<file path="config.mk">
export PLATFORM = sky130hd
export DESIGN_NAME = mof_pair_fuser
export DESIGN_NICKNAME = d
export VERILOG_FILES = /design/src/rtl/mof_pkg.sv /design/src/rtl/mof_insn_fields.sv /design/src/rtl/mof_idiom_match.sv /design/src/rtl/mof_pair_fuser.sv
export SDC_FILE = /design/constraint.sdc
export NUM_CORES = 1
export LEC_CHECK = 0
export ABC_AREA = 1
export BUFFER_PORTS_ARGS = -buffer_cell sky130_fd_sc_hd__buf_2
export CAP_MARGIN = 0
export CORE_MARGIN = 2
export CORE_UTILIZATION = 45
export DETAILED_ROUTE_END_ITERATION = 6
export PLACE_DENSITY = 0.86
export SKIP_CTS_REPAIR_TIMING = 1
export SYNTH_ARGS = -nofsm -noshare
export SYNTH_HDL_FRONTEND = slang
export SYNTH_SLANG_ARGS = --single-unit
export TNS_END_PERCENT = 30
</file>
<file path="constraint.sdc">
create_clock -name clk -period 1.75 [get_ports clk]
set_clock_uncertainty 0.1 [all_clocks]
set_input_delay 0.0875 -clock clk [delete_from_list [all_inputs] [get_ports clk]]
set_output_delay 0.0875 -clock clk [all_outputs]
set_load 0.01 [all_outputs]
</file>
<file path="src/rtl/mof_pkg.sv">
package mof_pkg;

   localparam int REG_W  = 5;
   localparam int SH_W   = 6;
   localparam int INSN_W = 32;

   localparam logic [6:0] OPC_OP     = 7'b0110011;
   localparam logic [6:0] OPC_LOAD   = 7'b0000011;
   localparam logic [6:0] OPC_OP_IMM = 7'b0010011;

   typedef enum logic [1:0] {
      MOP_NONE  = 2'd0,
      MOP_IDXLD = 2'd1,
      MOP_ZEXTW = 2'd2,
      MOP_SHADD = 2'd3
   } mop_kind_e;

   typedef struct packed {
      logic             is_add;
      logic             is_ld0;
      logic             is_slli;
      logic             is_srli;
      logic [REG_W-1:0] rd;
      logic [REG_W-1:0] rs1;
      logic [REG_W-1:0] rs2;
      logic [SH_W-1:0]  sh;
   } insn_info_t;

endpackage

</file>
<file path="src/rtl/mof_insn_fields.sv">
module mof_insn_fields
   import mof_pkg::*;
(
   input  logic [INSN_W-1:0] insn_i,
   output insn_info_t        info_o
);

   logic [6:0] opc;
   logic [2:0] f3;
   logic [6:0] f7;

   always_comb begin
      opc = insn_i[6:0];
      f3  = insn_i[14:12];
      f7  = insn_i[31:25];
      info_o.rd      = insn_i[11:7];
      info_o.rs1     = insn_i[19:15];
      info_o.rs2     = insn_i[24:20];
      info_o.sh      = insn_i[25:20];
      info_o.is_add  = (opc == OPC_OP) && (f3 == 3'b000) && (f7 == 7'd0);
      info_o.is_ld0  = (opc == OPC_LOAD) && (f3 == 3'b011) && (insn_i[31:20] == 12'd0);
      info_o.is_slli = (opc == OPC_OP_IMM) && (f3 == 3'b001) && (insn_i[31:26] == 6'd0);
      info_o.is_srli = (opc == OPC_OP_IMM) && (f3 == 3'b101) && (insn_i[31:26] == 6'd0);
   end

endmodule

</file>
<file path="src/rtl/mof_idiom_match.sv">
module mof_idiom_match
   import mof_pkg::*;
#(
   parameter bit EN_IDXLD = 1'b1,
   parameter bit EN_ZEXTW = 1'b1,
   parameter bit EN_SHADD = 1'b1,
   parameter int ZEXT_SH  = 32
)(
   input  insn_info_t       a_i,
   input  insn_info_t       b_i,
   input  logic             allow_i,
   output mop_kind_e        kind_o,
   output logic [REG_W-1:0] rd_o,
   output logic [REG_W-1:0] rs1_o,
   output logic [REG_W-1:0] rs2_o,
   output logic [SH_W-1:0]  sh_o
);

   localparam logic [SH_W-1:0] ZSH = SH_W'(ZEXT_SH);

   logic base_ok;
   logic hit_idx, hit_zext, hit_shadd;

   assign base_ok = allow_i && (a_i.rd != '0);

   generate
      if (EN_IDXLD) begin : g_idx
         assign hit_idx = base_ok && a_i.is_add && b_i.is_ld0 &&
                          (b_i.rs1 == a_i.rd) && (b_i.rd == a_i.rd);
      end else begin : g_no_idx
         assign hit_idx = 1'b0;
      end

      if (EN_ZEXTW) begin : g_zext
         assign hit_zext = base_ok && a_i.is_slli && b_i.is_srli &&
                           (a_i.sh == ZSH) && (b_i.sh == ZSH) &&
                           (b_i.rs1 == a_i.rd) && (b_i.rd == a_i.rd);
      end else begin : g_no_zext
         assign hit_zext = 1'b0;
      end

      if (EN_SHADD) begin : g_shadd
         assign hit_shadd = base_ok && a_i.is_slli && b_i.is_add &&
                            (b_i.rs1 == a_i.rd) && (b_i.rd == a_i.rd) &&
                            (b_i.rs2 != a_i.rd);
      end else begin : g_no_shadd
         assign hit_shadd = 1'b0;
      end
   endgenerate

   always_comb begin
      kind_o = MOP_NONE;
      rd_o   = a_i.rd;
      rs1_o  = a_i.rs1;
      rs2_o  = a_i.rs2;
      sh_o   = '0;
      if (hit_idx) begin
         kind_o = MOP_IDXLD;
      end else if (hit_zext) begin
         kind_o = MOP_ZEXTW;
         rs2_o  = '0;
         sh_o   = a_i.sh;
      end else if (hit_shadd) begin
         kind_o = MOP_SHADD;
         rs2_o  = b_i.rs2;
         sh_o   = a_i.sh;
      end
   end

   // the idioms are mutually exclusive on their second opcode
   always_comb begin
      assert_one_idiom_R1: assert ($onehot0({hit_idx, hit_zext, hit_shadd}))
         else $error("more than one idiom matched");
   end

endmodule

</file>
<file path="src/rtl/mof_pair_fuser.sv">
module mof_pair_fuser
   import mof_pkg::*;
#(
   parameter int PC_W     = 64,
   parameter bit EN_IDXLD = 1'b1,
   parameter bit EN_ZEXTW = 1'b1,
   parameter bit EN_SHADD = 1'b1,
   parameter int ZEXT_SH  = 32
)(
   input  logic              clk,
   input  logic              rst_n,
   input  logic              nofuse_i,
   input  logic              in_valid0_i,
   input  logic [31:0]       in_insn0_i,
   input  logic              in_cmp0_i,
   input  logic              in_valid1_i,
   input  logic [31:0]       in_insn1_i,
   input  logic              in_cmp1_i,
   input  logic [PC_W-1:0]   in_pc_i,
   output logic              in_ready_o,
   output logic              out_valid_o,
   input  logic              out_ready_i,
   output logic              out_fused_o,
   output logic [1:0]        out_kind_o,
   output logic [4:0]        out_rd_o,
   output logic [4:0]        out_rs1_o,
   output logic [4:0]        out_rs2_o,
   output logic [5:0]        out_shamt_o,
   output logic [PC_W-1:0]   out_pc_o,
   output logic [31:0]       out_insn_o,
   output logic [3:0]        out_advance_o,
   output logic [1:0]        out_consumed_o
);

   localparam int NSLOT = 2;
   localparam int ADV_W = 4;
   localparam logic [ADV_W-1:0] LEN_C = ADV_W'(2);
   localparam logic [ADV_W-1:0] LEN_S = ADV_W'(4);

   generate
      if (PC_W < 16) begin : g_bad_pc
         $error("PC_W must be at least 16");
      end
      if (ZEXT_SH <= 0 || ZEXT_SH >= (1 << SH_W)) begin : g_bad_zsh
         $error("ZEXT_SH must fit the shift field");
      end
   endgenerate

   logic [INSN_W-1:0] insn_arr [NSLOT];
   logic              cmp_arr  [NSLOT];
   insn_info_t        info     [NSLOT];
   logic [ADV_W-1:0]  len_arr  [NSLOT];

   assign insn_arr[0] = in_insn0_i;
   assign insn_arr[1] = in_insn1_i;
   assign cmp_arr[0]  = in_cmp0_i;
   assign cmp_arr[1]  = in_cmp1_i;

   generate
      for (genvar g = 0; g < NSLOT; g++) begin : g_slot
         mof_insn_fields u_fields (
            .insn_i (insn_arr[g]),
            .info_o (info[g])
         );
         assign len_arr[g] = cmp_arr[g] ? LEN_C : LEN_S;
      end
   endgenerate

   mop_kind_e        m_kind;
   logic [REG_W-1:0] m_rd, m_rs1, m_rs2;
   logic [SH_W-1:0]  m_sh;
   logic             allow;

   assign allow = in_valid1_i && !nofuse_i;

   mof_idiom_match #(
      .EN_IDXLD (EN_IDXLD),
      .EN_ZEXTW (EN_ZEXTW),
      .EN_SHADD (EN_SHADD),
      .ZEXT_SH  (ZEXT_SH)
   ) u_match (
      .a_i     (info[0]),
      .b_i     (info[1]),
      .allow_i (allow),
      .kind_o  (m_kind),
      .rd_o    (m_rd),
      .rs1_o   (m_rs1),
      .rs2_o   (m_rs2),
      .sh_o    (m_sh)
   );

   logic fuse, accept;
   assign fuse       = (m_kind != MOP_NONE);
   assign in_ready_o = !out_valid_o || out_ready_i;
   assign accept     = in_valid0_i && in_ready_o;

   always_ff @(posedge clk) begin
      if (!rst_n) begin
         out_valid_o    <= 1'b0;
         out_fused_o    <= 1'b0;
         out_kind_o     <= MOP_NONE;
         out_rd_o       <= '0;
         out_rs1_o      <= '0;
         out_rs2_o      <= '0;
         out_shamt_o    <= '0;
         out_pc_o       <= '0;
         out_insn_o     <= '0;
         out_advance_o  <= '0;
         out_consumed_o <= '0;
      end else if (accept) begin
         out_valid_o    <= 1'b1;
         out_fused_o    <= fuse;
         out_kind_o     <= m_kind;
         out_rd_o       <= m_rd;
         out_rs1_o      <= m_rs1;
         out_rs2_o      <= m_rs2;
         out_shamt_o    <= m_sh;
         out_pc_o       <= in_pc_i;
         out_insn_o     <= in_insn0_i;
         out_advance_o  <= fuse ? (len_arr[0] + len_arr[1]) : len_arr[0];
         out_consumed_o <= fuse ? 2'd2 : 2'd1;
      end else if (out_ready_i) begin
         out_valid_o    <= 1'b0;
      end
   end

   // a stalled op stays put
   assert_hold_R9: assert property (@(posedge clk) disable iff (!rst_n)
      (out_valid_o && !out_ready_i) |=> (out_valid_o && $stable(out_insn_o) &&
       $stable(out_kind_o) && $stable(out_advance_o) && $stable(out_pc_o)))
      else $error("held op changed");

   // replay mode never fuses
   assert_replay_R6: assert property (@(posedge clk) disable iff (!rst_n)
      (accept && nofuse_i) |=> !out_fused_o)
      else $error("fused in replay mode");

   // lone first slot never fuses
   assert_lone_R7: assert property (@(posedge clk) disable iff (!rst_n)
      (accept && !in_valid1_i) |=> (!out_fused_o && out_consumed_o == 2'd1))
      else $error("fused without second slot");

   // x0 destination never fused
   assert_no_x0_R8: assert property (@(posedge clk) disable iff (!rst_n)
      (out_valid_o && out_fused_o) |-> (out_rd_o != '0))
      else $error("fused op writes x0");

   // fused advance spans two instructions
   assert_adv_R4: assert property (@(posedge clk) disable iff (!rst_n)
      (out_valid_o && out_fused_o) |-> (out_advance_o >= 4'd4 && out_advance_o <= 4'd8))
      else $error("bad fused advance");

endmodule

</file>
-- After elaboration in Yosys (flattened, before gate mapping)
Index checks and enable logic that the tools add are counted.
- bits in writable memories: 0
- bits in read-only memories: 0
- bits in latches: 0
- word-level logic and storage cells: 80
- memories: 0
- input bits: 136
- output and inout bits: 128
- flip-flop bits (word level): 127
- add/subtract/negate cells: 1
- div/mod/pow operators: 0
- muxes and demuxes: 15
- bitwise operators: 0
- shifts and indexed selects: 0
- order comparisons: 0
- reduce and logical (&&, ||, !) cells: 40
- $mul: 0
- equality and inequality tests: 13
- operators by type and width (kind ; count):
    $logic_and 1x1->1 ; 27
    $mux 6 ; 3
    $mux 5 ; 3
    $eq 7x5->1 const B ; 2
    $eq 7x6->1 const B ; 2
    $logic_not 7->1 ; 2
    $eq 6x6->1 const B ; 2
    $logic_not 12->1 ; 1
    $logic_not 6->1 ; 2
    $eq 5x5->1 ; 2
    $mux 2 ; 4
    $eq 7x2->1 const B ; 1
    $logic_not 3->1 ; 2
    $mux 3 ; 2
    $ne 5x5->1 ; 1
    $reduce_bool 5->1 ; 1
    $add 3x3->4 ; 1
    $mux 4 ; 1
    $reduce_bool 2->1 ; 2
    $eq 3x1->1 const B ; 1
    $eq 3x2->1 const B ; 1
    $eq 3x3->1 const B ; 1
    $logic_not 1->1 ; 2
    $mux 1 ; 2
    $logic_or 1x1->1 ; 1

-- Longest topological paths before layout
Gate-level depths: netlist of run 1.
- depth in word-level cells: 13
- mapped depth: 15
- gate-level depth less buffers: 14

-- Cells and area by module
Synthesis of run 1 repeated with hierarchy kept, for this count alone.
- cell total of the unflattened synthesis: 825
- area, all modules: 5671.7 um^2
- modules (own cells, without submodules) (module ; sequential area each (um^2) ; cells an instance ; area an instance (um^2) ; times used):
    mof_pair_fuser ; 2502.4 ; 561 ; 4352.9 ; 1
    mof_insn_fields ; 0.0 ; 67 ; 344.1 ; 2
    mof_idiom_match ; 0.0 ; 130 ; 630.6 ; 1

-- Worst setup path before layout of run 1
Ideal clock, no wire load.
- kind: register -> register
- start point: reg out_valid_o
- end point: reg out_insn_o[12]
- clock period less this slack: 1482 ps
- cell stages (with the launch flop): 8
- setup time: 116 ps
- setup slack: 268 ps
- data arrival time: 1266 ps
- path buffers: 2
- required time: 1534 ps
- path through: dfxtp_1 > nand2_1 > nand2_1 > clkinv_1 > buf_6 > clkbuf_1 > nor2_1 > nor2_1
- cells in the longest elaborated chain, start to end: 3
- RTL lines (element ; line ; text):
    start, declared ; mof_pair_fuser.sv:21 ; output logic out_valid_o,
    start signal, assigned ; mof_pair_fuser.sv:99 ; out_valid_o <= 1'b0;
    start signal, assigned ; mof_pair_fuser.sv:111 ; out_valid_o <= 1'b1;
    start signal, assigned ; mof_pair_fuser.sv:123 ; out_valid_o <= 1'b0;
    $logic_not 1->1 ; mof_pair_fuser.sv:94 ; assign in_ready_o = !out_valid_o || out_ready_i;
    $logic_or 1x1->1 ; mof_pair_fuser.sv:94 ;
    net in_ready_o ; mof_pair_fuser.sv:20 ; output logic in_ready_o,
    $logic_and 1x1->1 ; mof_pair_fuser.sv:95 ; assign accept = in_valid0_i && in_ready_o;
    end signal, assigned ; mof_pair_fuser.sv:119 ; out_insn_o <= in_insn0_i;
    end, declared ; mof_pair_fuser.sv:30 ; output logic [31:0] out_insn_o,
The timed path passes the listed nets, and every way through them passes these cells.
A chain may end at the register's enable or synchronous reset.

-- Worst setup path after layout of run 1
- start point: in in_insn0_i[5]
- end point: reg out_shamt_o[4]
- cells in the longest elaborated chain, start to end: 11
- elaborated cells on any way between the ends: 23
- those cells by class: eq/ne: 2; mux: 3; reduce/logical: 18
- RTL lines (element ; line ; text):
    start, declared ; mof_pair_fuser.sv:14 ; input logic [31:0] in_insn0_i,
    $eq 7x5->1 ; mof_insn_fields.sv:22 ; info_o.is_slli = (opc == OPC_OP_IMM) && (f3 == 3'b001) && (insn_i[31:26] == 6'd0);
    $logic_and 1x1->1 (2 in a row) ; mof_insn_fields.sv:22 ;
    $logic_and 1x1->1 ; mof_idiom_match.sv:35, mof_idiom_match.sv:43 ;
    $logic_and 1x1->1, on equally long branches (2 in a row) ; mof_idiom_match.sv:43, mof_idiom_match.sv:35 ;
    $logic_and 1x1->1, on equally long branches (2 in a row) ; mof_idiom_match.sv:44, mof_idiom_match.sv:36 ;
    $mux 6 or $logic_and 1x1->1 (tied branches) ; mof_idiom_match.sv:63, mof_idiom_match.sv:37 ;
    $mux 6 ; mof_idiom_match.sv:59 ; end else if (hit_zext) begin
    $mux 6 (*) ; mof_idiom_match.sv:57 ; if (hit_idx) begin
    end signal, assigned ; mof_pair_fuser.sv:117 ; out_shamt_o <= m_sh;
    end, declared ; mof_pair_fuser.sv:28 ; output logic [5:0] out_shamt_o,
Every way passes the cells marked *; elsewhere a longest branch is shown, timed or not.

==> out/metrics.cfg, run 1 <==
[clocking]
cts_tree=done
clock_sink_count=115
numCtsBuffers=17
cts_max_path_buffers=2
clock_latency_ns=0.51
clk_pin_slew_ns=0.05
root_buffer=clkbuf_8
htreeDepth=4

[timing]
whs_ns=0.0337
fmax_ghz=0.618
slew_violations=0
setup_viol=0
fin_crit_ns=1.62
post-route-period-util_pct=92.4
hold_viol=0

[floorplan]
die_x_um=108
ios=264
core_um2=10400
start_util_pct=46.6
rows=37
die_height_um=108
die-area_um2=11600

[critical_path]
critPathCaptureType=flip-flop
crit_top_cell=nand2_1
crit_arrival_ns=1.94
critical-path-max-stage-delay_ns=0.56
crit_chain=dlygate4sd3_1 > buf_2 > inv_1 > nand2_1 > nor2_1 > nand2_1 > nor2_1 > nand2_1 > nor2_4 > nand2_4 > nand2_2 > nand2_2 > a21oi_1
critPathLaunchType=input port
crit_type=in -> reg
crit_slowest_cell=dlygate4sd3_1
crit_fanout=9
required_ns=2.08

[yosys]
ys_ff_latch=115
synth_seq_area_share_pct=47.7
synth_most_common_cell=nor2_1
netlist_area_um2=4830
synth_top_area_cell=dfxtp_1
synth.net_count=822
synth.area.top_cells=dfxtp_1 (48%), nor2_1 (16%), o21ai_0 (9.7%), nand2_1 (6.8%), inv_1 (4.0%)
synth_ff_type=dfxtp_1
yosysWarnings=0
synth_edf_count=0
async_flop_share_pct=0
netlist_top_cells_count=nor2_1 (209), dfxtp_1 (115), o21ai_0 (94)
syn_inst=685
ys_types=31
synth_top_area_share_pct=47.7
postSynthAreaPerCell_um2=7.05

[power]
leakage_nw=4.03
p_total_mw=7.59
p_per_area_nw_per_um2=973
max-vdd-ir-drop_v=0.000880

[cells_and_area]
drive_above_1_share_pct=30.6
fin_nets=1169
insertedDiodeCount=0
area_delta_synth_final_pct=61.5

[grt]
antenna_found_initial=0
grt_pass1_vias=4702
grt_max_degree=64
grt-ovfl-total=0
grt_first_pass_wirelength_mm=21.7
grt.total_usage_pct=23.9

[drt]
dr.first_iter.drc_count=503
wl_per_cell_um=15.4
drt_drc_violations_left=0
drt_wl_total_mm=18.2
first_pass_iters=6
route.vias.total=5910
ant_nets=0
via_per_inst=5.01

[placement]
dp_hpwl_mm=10.4
port-buffer-count=262
place_congestion=0.917

[run_status]
status=finished, final reports clean

[run]
cap_violations=0

[hold_path]
hold_class=in -> reg

path summary, 6_finish.rpt:
check,to,slack (ns),startpoint,depth (start not counted)
worst max-delay path,out_shamt_o[4],0.13,in_insn0_i[5],13
worst min-delay path,out_advance_o[2],0.03,in_valid0_i,5
worst max register to register,out_pc_o[8],0.27,out_valid_o,6
worst min register to register,out_shamt_o[5],0.37,out_shamt_o[5],2
critical path, delay by kind of cell:
kind | cells | cell delay, ns
simple gates | 9 | 0.88
compound gates | 1 | 0.19
buf+inv | 3 | 0.77
cell usage in the layout, fill, tap and decap left out, types with 2 or more instances in the layout:
cell type | Yosys | layout
inv_4 | 1 | 2
clkinvlp_4 | 0 | 4
a21oi_1 | 26 | 26
nand2_1 | 88 | 87
nor2_4 | 2 | 2
bufinv_16 | 0 | 3
dfxtp_1 | 115 | 115
buf_4 | 12 | 4
nor3_1 | 2 | 2
inv_1 | 51 | 51
nor2_1 | 209 | 209
clkbuf_16 | 0 | 16
o21ai_0 | 94 | 94
inv_6 | 0 | 2
buf_2 | 3 | 262
nand3b_1 | 2 | 2
buf_12 | 0 | 5
clkinv_2 | 0 | 5
dlygate4sd3_1 | 0 | 105
nand4_1 | 4 | 4
nand2_2 | 6 | 7
nand3_1 | 24 | 24
nand3_2 | 2 | 2
area by class of cell:
type | instances | area [µm²]
Fill cell | 725 | 2570
Sequential cell | 115 | 2300
Multi-Input combinational cell | 467 | 2050
Timing Repair Buffer | 376 | 2490
Clock inverter | 14 | 163
Tap cell | 136 | 170
Clock buffer | 17 | 414
Inverter | 55 | 211
per-stage QoR:
stage	TNS (ns)	util (%)	std cells	area (µm²)	worst slack, ns
2_1_floorplan	0	-	685	4830	0.268
3_3_place_gp	0	59.5	1044	6170	0.257
3_5_place_dp	0	59.5	1044	6170	0.183
4_1_cts	0	65.1	1075	6750	0.303
5_1_grt	-0.00490	75.2	1180	7800	-0.00490
6_report	0	75.2	1180	7800	0.132
logic make-up (layout without fill, tap and decap cells):
family          Yosys count  count (layout)  share of synthesized area, %
fa+ha+maj                 1               1                         0.259
flops                   115             115                          47.7
xor+xnor                  2               2                         0.363
other cells               1               1                        0.0777
simple gates            341             341                          28.9
compound gates          122             122                          12.8
buf+inv                 103             462                          9.98
state kept, by name, summed over array words and instances, names as in the netlist:
name / flops
out_advance_o: 3
out_consumed_o: 1
out_fused_o: 1
out_insn_o: 24
out_kind_o: 2
out_pc_o: 64
out_rd_o: 4
out_rs1_o: 4
out_rs2_o: 5
out_shamt_o: 6
out_valid_o: 1
report_power, final:
part,internal (mW),switching [mW],total [mW]
sequential,2.82,0.106,2.92
clock,2.15,1.24,3.39
combinational,0.588,0.688,1.28
layer usage:
layer	wire, µm	global-route usage [%]	vias to the layer above
met2	9300	38.3	327
met4	757	12.9	0
li1	-	-	2830
met1	6810	29.3	2679
met3	1360	6.11	74
met5	0	0	-
No activity file was read; power rests on OpenSTA's default activity.
==> inputs of run 2 (changes only) <==
--- a/config.mk
+++ b/config.mk
@@ -9,9 +9,9 @@
 export BUFFER_PORTS_ARGS = -buffer_cell sky130_fd_sc_hd__buf_2
 export CAP_MARGIN = 0
 export CORE_MARGIN = 2
-export CORE_UTILIZATION = 45
+export CORE_UTILIZATION = 40
 export DETAILED_ROUTE_END_ITERATION = 6
-export PLACE_DENSITY = 0.86
+export PLACE_DENSITY = 0.81
 export SKIP_CTS_REPAIR_TIMING = 1
 export SYNTH_ARGS = -nofsm -noshare
 export SYNTH_HDL_FRONTEND = slang
==> constraint.sdc (replaced) <==
create_clock -name clk -period 1.3 [get_ports clk]
set_clock_uncertainty 0.1 [all_clocks]
set_input_delay 0.065 -clock clk [delete_from_list [all_inputs] [get_ports clk]]
set_output_delay 0.065 -clock clk [all_outputs]
set_load 0.01 [all_outputs]
==> out/metrics.cfg, run 2 (synthesized netlist as in run 1, its figures left out) <==
[run_status]
status=complete, but fails checks  ; was finished, final reports clean
violations=hold timing, setup timing

[cells_and_area]
final_common_cell=buf_2  ; unchanged
insertedDiodeCount=0  ; unchanged
reg_top3=out_pc_o (64), out_insn_o (24), out_shamt_o (6)  ; unchanged
largest_reg_flops=64  ; unchanged
stdcell_count=1201  ; was 1180
area_delta_synth_final_pct=67.0  ; was 61.5%
final_cell_mix=buf_2 (262), nor2_1 (208), dfxtp_1 (114)  ; was buf_2 (262), nor2_1 (209), dfxtp_1 (115)
utilization_pct=67.7  ; was 75.2%
top_register=out_pc_o  ; unchanged
drive_above_1_share_pct=33.0  ; was 30.6%
fin_nets=1178  ; was 1169

[timing]
slew_violations=0  ; unchanged
fin_crit_ns=1.32
setup_viol=1  ; was 0
rsz0062_at_grt=true
timing.final.ws_setup_ns=-0.0219  ; was 0.132 ns
post-route-period-util_pct=102
tns_ns=-0.0219  ; was 0 ns
hold_viol=9  ; was 0
fmax_ghz=0.756
whs_ns=-0.127  ; was 0.0337 ns

[power]
leakage_nw=4.17  ; was 4.03 nW
p_per_area_nw_per_um2=1320  ; was 973 nW/µm²
p_total_mw=10.6  ; was 7.59 mW
max-vdd-ir-drop_v=0.000954  ; was 0.000880 V

[grt]
grt_max_degree=62  ; was 64
antenna_found_initial=0  ; unchanged
use_met2_pct=35.9  ; was 38.3%
grt_first_pass_wirelength_mm=22.0  ; was 21.7 mm
grt_pass1_vias=4586  ; was 4702
grt-ovfl-total=0  ; unchanged
busiest_layer=met2  ; unchanged
use_met3_pct=6.43  ; was 6.11%
grt.total_usage_pct=21.5  ; was 23.9%
grtUsageMet1_pct=25.3  ; was 29.3%

[clocking]
cts_tree=done  ; unchanged
clock_sink_count=115  ; unchanged
root_buffer=clkbuf_16  ; was clkbuf_8
numCtsBuffers=17  ; unchanged
htreeDepth=4  ; unchanged
cts_max_path_buffers=2  ; unchanged
clock_latency_ns=0.40  ; was 0.51 ns
clk_pin_slew_ns=0.05  ; about the same

[drt]
wl_per_cell_um=14.2  ; was 15.4 µm
drt_drc_violations_left=0  ; unchanged
via_per_inst=4.78  ; was 5.01
drt_wl_total_mm=17.0  ; was 18.2 mm
dr.first_iter.drc_count=380  ; was 503
first_pass_iters=5  ; was 6
ant_nets=0  ; unchanged
route.vias.total=5735  ; was 5910

[placement]
dp.cells=1073  ; was 1044
dp_hpwl_mm=10.6  ; was 10.4 mm
place_congestion=0.875  ; was 0.917
port-buffer-count=262  ; unchanged

[critical_path]
critPathLaunchType=flip-flop  ; was input port
r2r_start=out_valid_o  ; unchanged
required_ns=1.48  ; was 2.08 ns
r2r-end=out_insn_o[5]  ; was out_pc_o[8]
critPathCaptureType=flip-flop  ; unchanged
crit_type=reg -> reg  ; was in -> reg
crit_arrival_ns=1.50  ; was 1.94 ns
crit_fanout=18  ; was 9
cp-startpoint=out_valid_o  ; was in_insn0_i[5]
r2r_slack_ns=-0.02  ; was 0.27 ns
crit_end=out_insn_o[5]  ; was out_shamt_o[4]
rr_worst_depth=6  ; unchanged

[hold_path]
hold_class=in -> reg  ; unchanged

[floorplan]
ios=264  ; unchanged
die_x_um=114  ; was 108 µm
core_um2=11900  ; was 10400 µm²
rows=40  ; was 37
die_height_um=114  ; was 108 µm
die-area_um2=13000  ; was 11600 µm²
start_util_pct=40.5  ; was 46.6%

[run]
cap_violations=0  ; unchanged

[run 2: cell count changes in the layout (fill, tap and decap cells not counted), moves of 3 or more]
cell           before  now
buf_4               4   21
dlygate4sd3_1     105   92
clkbuf_8            1    7
clkbuf_16          16   21
o21ai_0            94   89
o21ai_1             0    5
clkinv_2            5    1
a21oi_1            26   23
a21oi_2             1    4
[run 2: metrics by stage]
stage / hold WS, ns / area [µm²] / setup slack (ns)
after global placement: 0.212 / 6340 / -0.187
final: -0.127 / 8060 / -0.0219
after floorplan: 0.0926 / 4840 / 0.0329
after detailed placement: 0.214 / 6340 / -0.214
after global routing: -0.104 / 8060 / -0.0572
after CTS: -0.221 / 6990 / -0.0102
[run 2: metal layers]
metal | up-vias | share of wire (%)
met2 | 223 | 50
met3 | 38 | 6.5
li1 | 2860 | -
met1 | 2614 | 40
met4 | 0 | 2.9
met5 | - | 0
[run 2: area by class of cell]
class                           count  area [µm²]
Clock inverter                      7         118
Inverter                           55         221
Timing Repair Buffer              385        2620
Multi-Input combinational cell    467        2090
Clock buffer                       25         526
Tap cell                          147         184
Sequential cell                   115        2300
Fill cell                         983        3850
[run 2: worst max-delay path: stages, from the launching register on]
cell	delay, ns
dfxtp_2	0.34
nand2_4	0.07
nand2_8	0.11
clkinv_8	0.10
clkbuf_16	0.19
o21ai_0	0.19
a21oi_1	0.07
[run 2: how the worst min path moves through the flow]
| stage | from | endpoint | cells past startpoint |
|---|---|---|---|
| 4_1_cts | in_insn0_i[26] | out_insn_o[26] | 3 |
| 6_report | in_insn0_i[14] | out_insn_o[14] | 3 |
| 3_5_place_dp | in_insn0_i[26] | out_insn_o[26] | 3 |
| 5_1_grt | in_insn0_i[20] | out_shamt_o[0] | 3 |
| 3_3_place_gp | in_pc_i[8] | out_pc_o[8] | 3 |
| 2_1_floorplan | in_insn0_i[26] | out_insn_o[26] | 2 |
[run 2: report_power, final]
group / switching, mW / total (mW) / internal [mW]
clock: 1.56 / 4.93 / 3.37
combinational: 0.917 / 1.77 / 0.851
sequential: 0.134 / 3.93 / 3.79
total: 2.61 / 10.6 / 8.01
==> inputs of run 3 (changes only) <==
--- a/config.mk
+++ b/config.mk
@@ -9,9 +9,9 @@
 export BUFFER_PORTS_ARGS = -buffer_cell sky130_fd_sc_hd__buf_2
 export CAP_MARGIN = 0
 export CORE_MARGIN = 2
-export CORE_UTILIZATION = 40
+export CORE_UTILIZATION = 48
 export DETAILED_ROUTE_END_ITERATION = 6
-export PLACE_DENSITY = 0.81
+export PLACE_DENSITY = 0.9
 export SKIP_CTS_REPAIR_TIMING = 1
 export SYNTH_ARGS = -nofsm -noshare
 export SYNTH_HDL_FRONTEND = slang
==> constraint.sdc (replaced) <==
create_clock -name clk -period 1.7 [get_ports clk]
set_clock_uncertainty 0.1 [all_clocks]
set_input_delay 0.085 -clock clk [delete_from_list [all_inputs] [get_ports clk]]
set_output_delay 0.085 -clock clk [all_outputs]
set_load 0.01 [all_outputs]
==> out/metrics.cfg, run 3 (synthesized netlist as in run 1, its figures left out) <==
[grt]
grt.total_usage_pct=25.2  ; was 21.5%
grt_max_degree=93  ; was 62
antenna_found_initial=0  ; unchanged
grt-ovfl-total=0  ; unchanged
grt_pass1_vias=4674  ; was 4586
grt_first_pass_wirelength_mm=22.2  ; was 22.0 mm

[cells_and_area]
insertedDiodeCount=0  ; unchanged
num-fill-cells=644  ; was 983
area_delta_synth_final_pct=60.8  ; was 67.0%
top_register=out_pc_o  ; unchanged
largest_reg_flops=64  ; unchanged
drive_above_1_share_pct=30.5  ; was 33.0%
fin_nets=1168  ; was 1178
final_cell_mix=buf_2 (262), nor2_1 (209), dfxtp_1 (115)  ; was buf_2 (262), nor2_1 (208), dfxtp_1 (114)
final_area_um2=7770  ; was 8060 µm²
reg_top3=out_pc_o (64), out_insn_o (24), out_shamt_o (6)  ; unchanged
final_common_cell=buf_2  ; unchanged

[power]
p_per_area_nw_per_um2=997  ; was 1320 nW/µm²
leakage_nw=4.01  ; was 4.17 nW
p_total_mw=7.74  ; was 10.6 mW
max-vdd-ir-drop_v=0.000611  ; was 0.000954 V

[critical_path]
critPathLaunchType=input port  ; was flip-flop
critPathCaptureType=flip-flop  ; unchanged
crit_arrival_ns=2.01  ; was 1.50 ns
rr_worst_depth=6  ; unchanged
r2r-end=out_pc_o[60]  ; was out_insn_o[5]
crit_type=in -> reg  ; was reg -> reg
r2r_slack_ns=0.14  ; was -0.02 ns
r2r_start=out_valid_o  ; unchanged
crit_fanout=6  ; was 18
required_ns=2.01  ; was 1.48 ns

[floorplan]
die-area_um2=10900  ; was 13000 µm²
ios=264  ; unchanged
start_util_pct=49.4  ; was 40.5%
die_x_um=104  ; was 114 µm
core_um2=9770  ; was 11900 µm²
rows=36  ; was 40
die_height_um=104  ; was 114 µm

[drt]
routed.top_layer=met4  ; unchanged
route.vias.total=6014  ; was 5735
met2RoutedLength_mm=9.30  ; was 8.57 mm
via_per_inst=5.11  ; was 4.78
drt_drc_violations_left=0  ; unchanged
drt_wl_total_mm=18.4  ; was 17.0 mm
dr.first_iter.drc_count=568  ; was 380
wl_met1_mm=6.63  ; was 6.85 mm
ant_nets=0  ; unchanged
wl_met3_mm=1.55  ; was 1.11 mm
wl_per_cell_um=15.7  ; was 14.2 µm
first_pass_iters=5  ; unchanged

[placement]
place_congestion=0.903  ; was 0.875
placed_area_um2=6150  ; was 6340 µm²
port-buffer-count=262  ; unchanged
dp_hpwl_mm=10.2  ; was 10.6 mm
dp_slack_ns=0.146  ; was -0.214 ns

[clocking]
htreeDepth=4  ; unchanged
cts_tree=done  ; unchanged
root_buffer=clkbuf_8  ; was clkbuf_16
numCtsBuffers=17  ; unchanged
clock_latency_ns=0.50  ; was 0.40 ns
clock_sink_count=115  ; unchanged
clk_pin_slew_ns=0.06  ; was 0.05 ns
cts_max_path_buffers=2  ; unchanged

[hold_path]
hold_depth=5  ; was 3
hold_class=in -> reg  ; unchanged
min_to=out_fused_o  ; was out_insn_o[14]
worstHoldStart=in_valid0_i  ; was in_insn0_i[14]

[timing]
fin_crit_ns=1.71
setup_viol=1  ; unchanged
hold_viol=0  ; was 9
timing.final.ws_setup_ns=-0.00726  ; was -0.0219 ns
post-route-period-util_pct=100
fmax_ghz=0.586
whs_ns=0.00941  ; was -0.127 ns
slew_violations=0  ; unchanged

[run_status]
violations=setup timing  ; was hold timing, setup timing
status=complete, but fails checks  ; unchanged

[run]
cap_violations=0  ; unchanged

## run 3: per-stage QoR
step	std cells	util (%)	TNS [ns]
after floorplan	685	-	0
after global placement	1040	62.9	0
after detailed placement	1040	62.9	0
after CTS	1071	68.7	0
after global routing	1176	79.5	-0.242
final	1176	79.5	-0.00726
## run 3: worst max-delay path by stage
stage	from	to	cells after the start
2_1_floorplan	out_valid_o	out_insn_o[12]	7
3_3_place_gp	in_insn0_i[14]	out_advance_o[2]	13
3_5_place_dp	in_insn0_i[14]	out_shamt_o[4]	12
4_1_cts	out_valid_o	out_pc_o[3]	6
5_1_grt	in_insn0_i[10]	out_advance_o[1]	14
6_report	in_insn0_i[10]	out_advance_o[1]	14
## run 3: final cells by class
class / instances / area, µm² / area share [%]
timing repair buffer: 375 / 2470 / 31.8
sequential: 115 / 2300 / 29.6
multi-input combinational: 467 / 2050 / 26.4
clock buffer: 17 / 414 / 5.33
inverter: 55 / 210 / 2.71
tap: 133 / 166 / 2.14
clock inverter: 14 / 154 / 1.98
## run 3: per-layer routing
| metal | GRT usage (%) | vias up |
|---|---|---|
| li1 | - | 2826 |
| met1 | 31.2 | 2704 |
| met2 | 41.2 | 389 |
| met3 | 8.08 | 95 |
| met4 | 8.88 | 0 |
| met5 | 0 | - |
## run 3: worst max-delay path, cell delays in order
cell	delay [ns]
dlygate4sd3_1	0.53
buf_2	0.14
nor2_1	0.10
nand2_1	0.05
nand2_1	0.11
nand3_1	0.14
nor2_1	0.23
nand2_1	0.13
nor2_4	0.16
nor2_1	0.09
nand4_1	0.08
nand3_1	0.07
nand2_1	0.06
inv_1	0.03
## run 3: where the power goes
part | internal (mW) | switching [mW]
sequential | 2.90 | 0.115
combinational | 0.599 | 0.713
clock | 2.09 | 1.33
total | 5.59 | 2.15
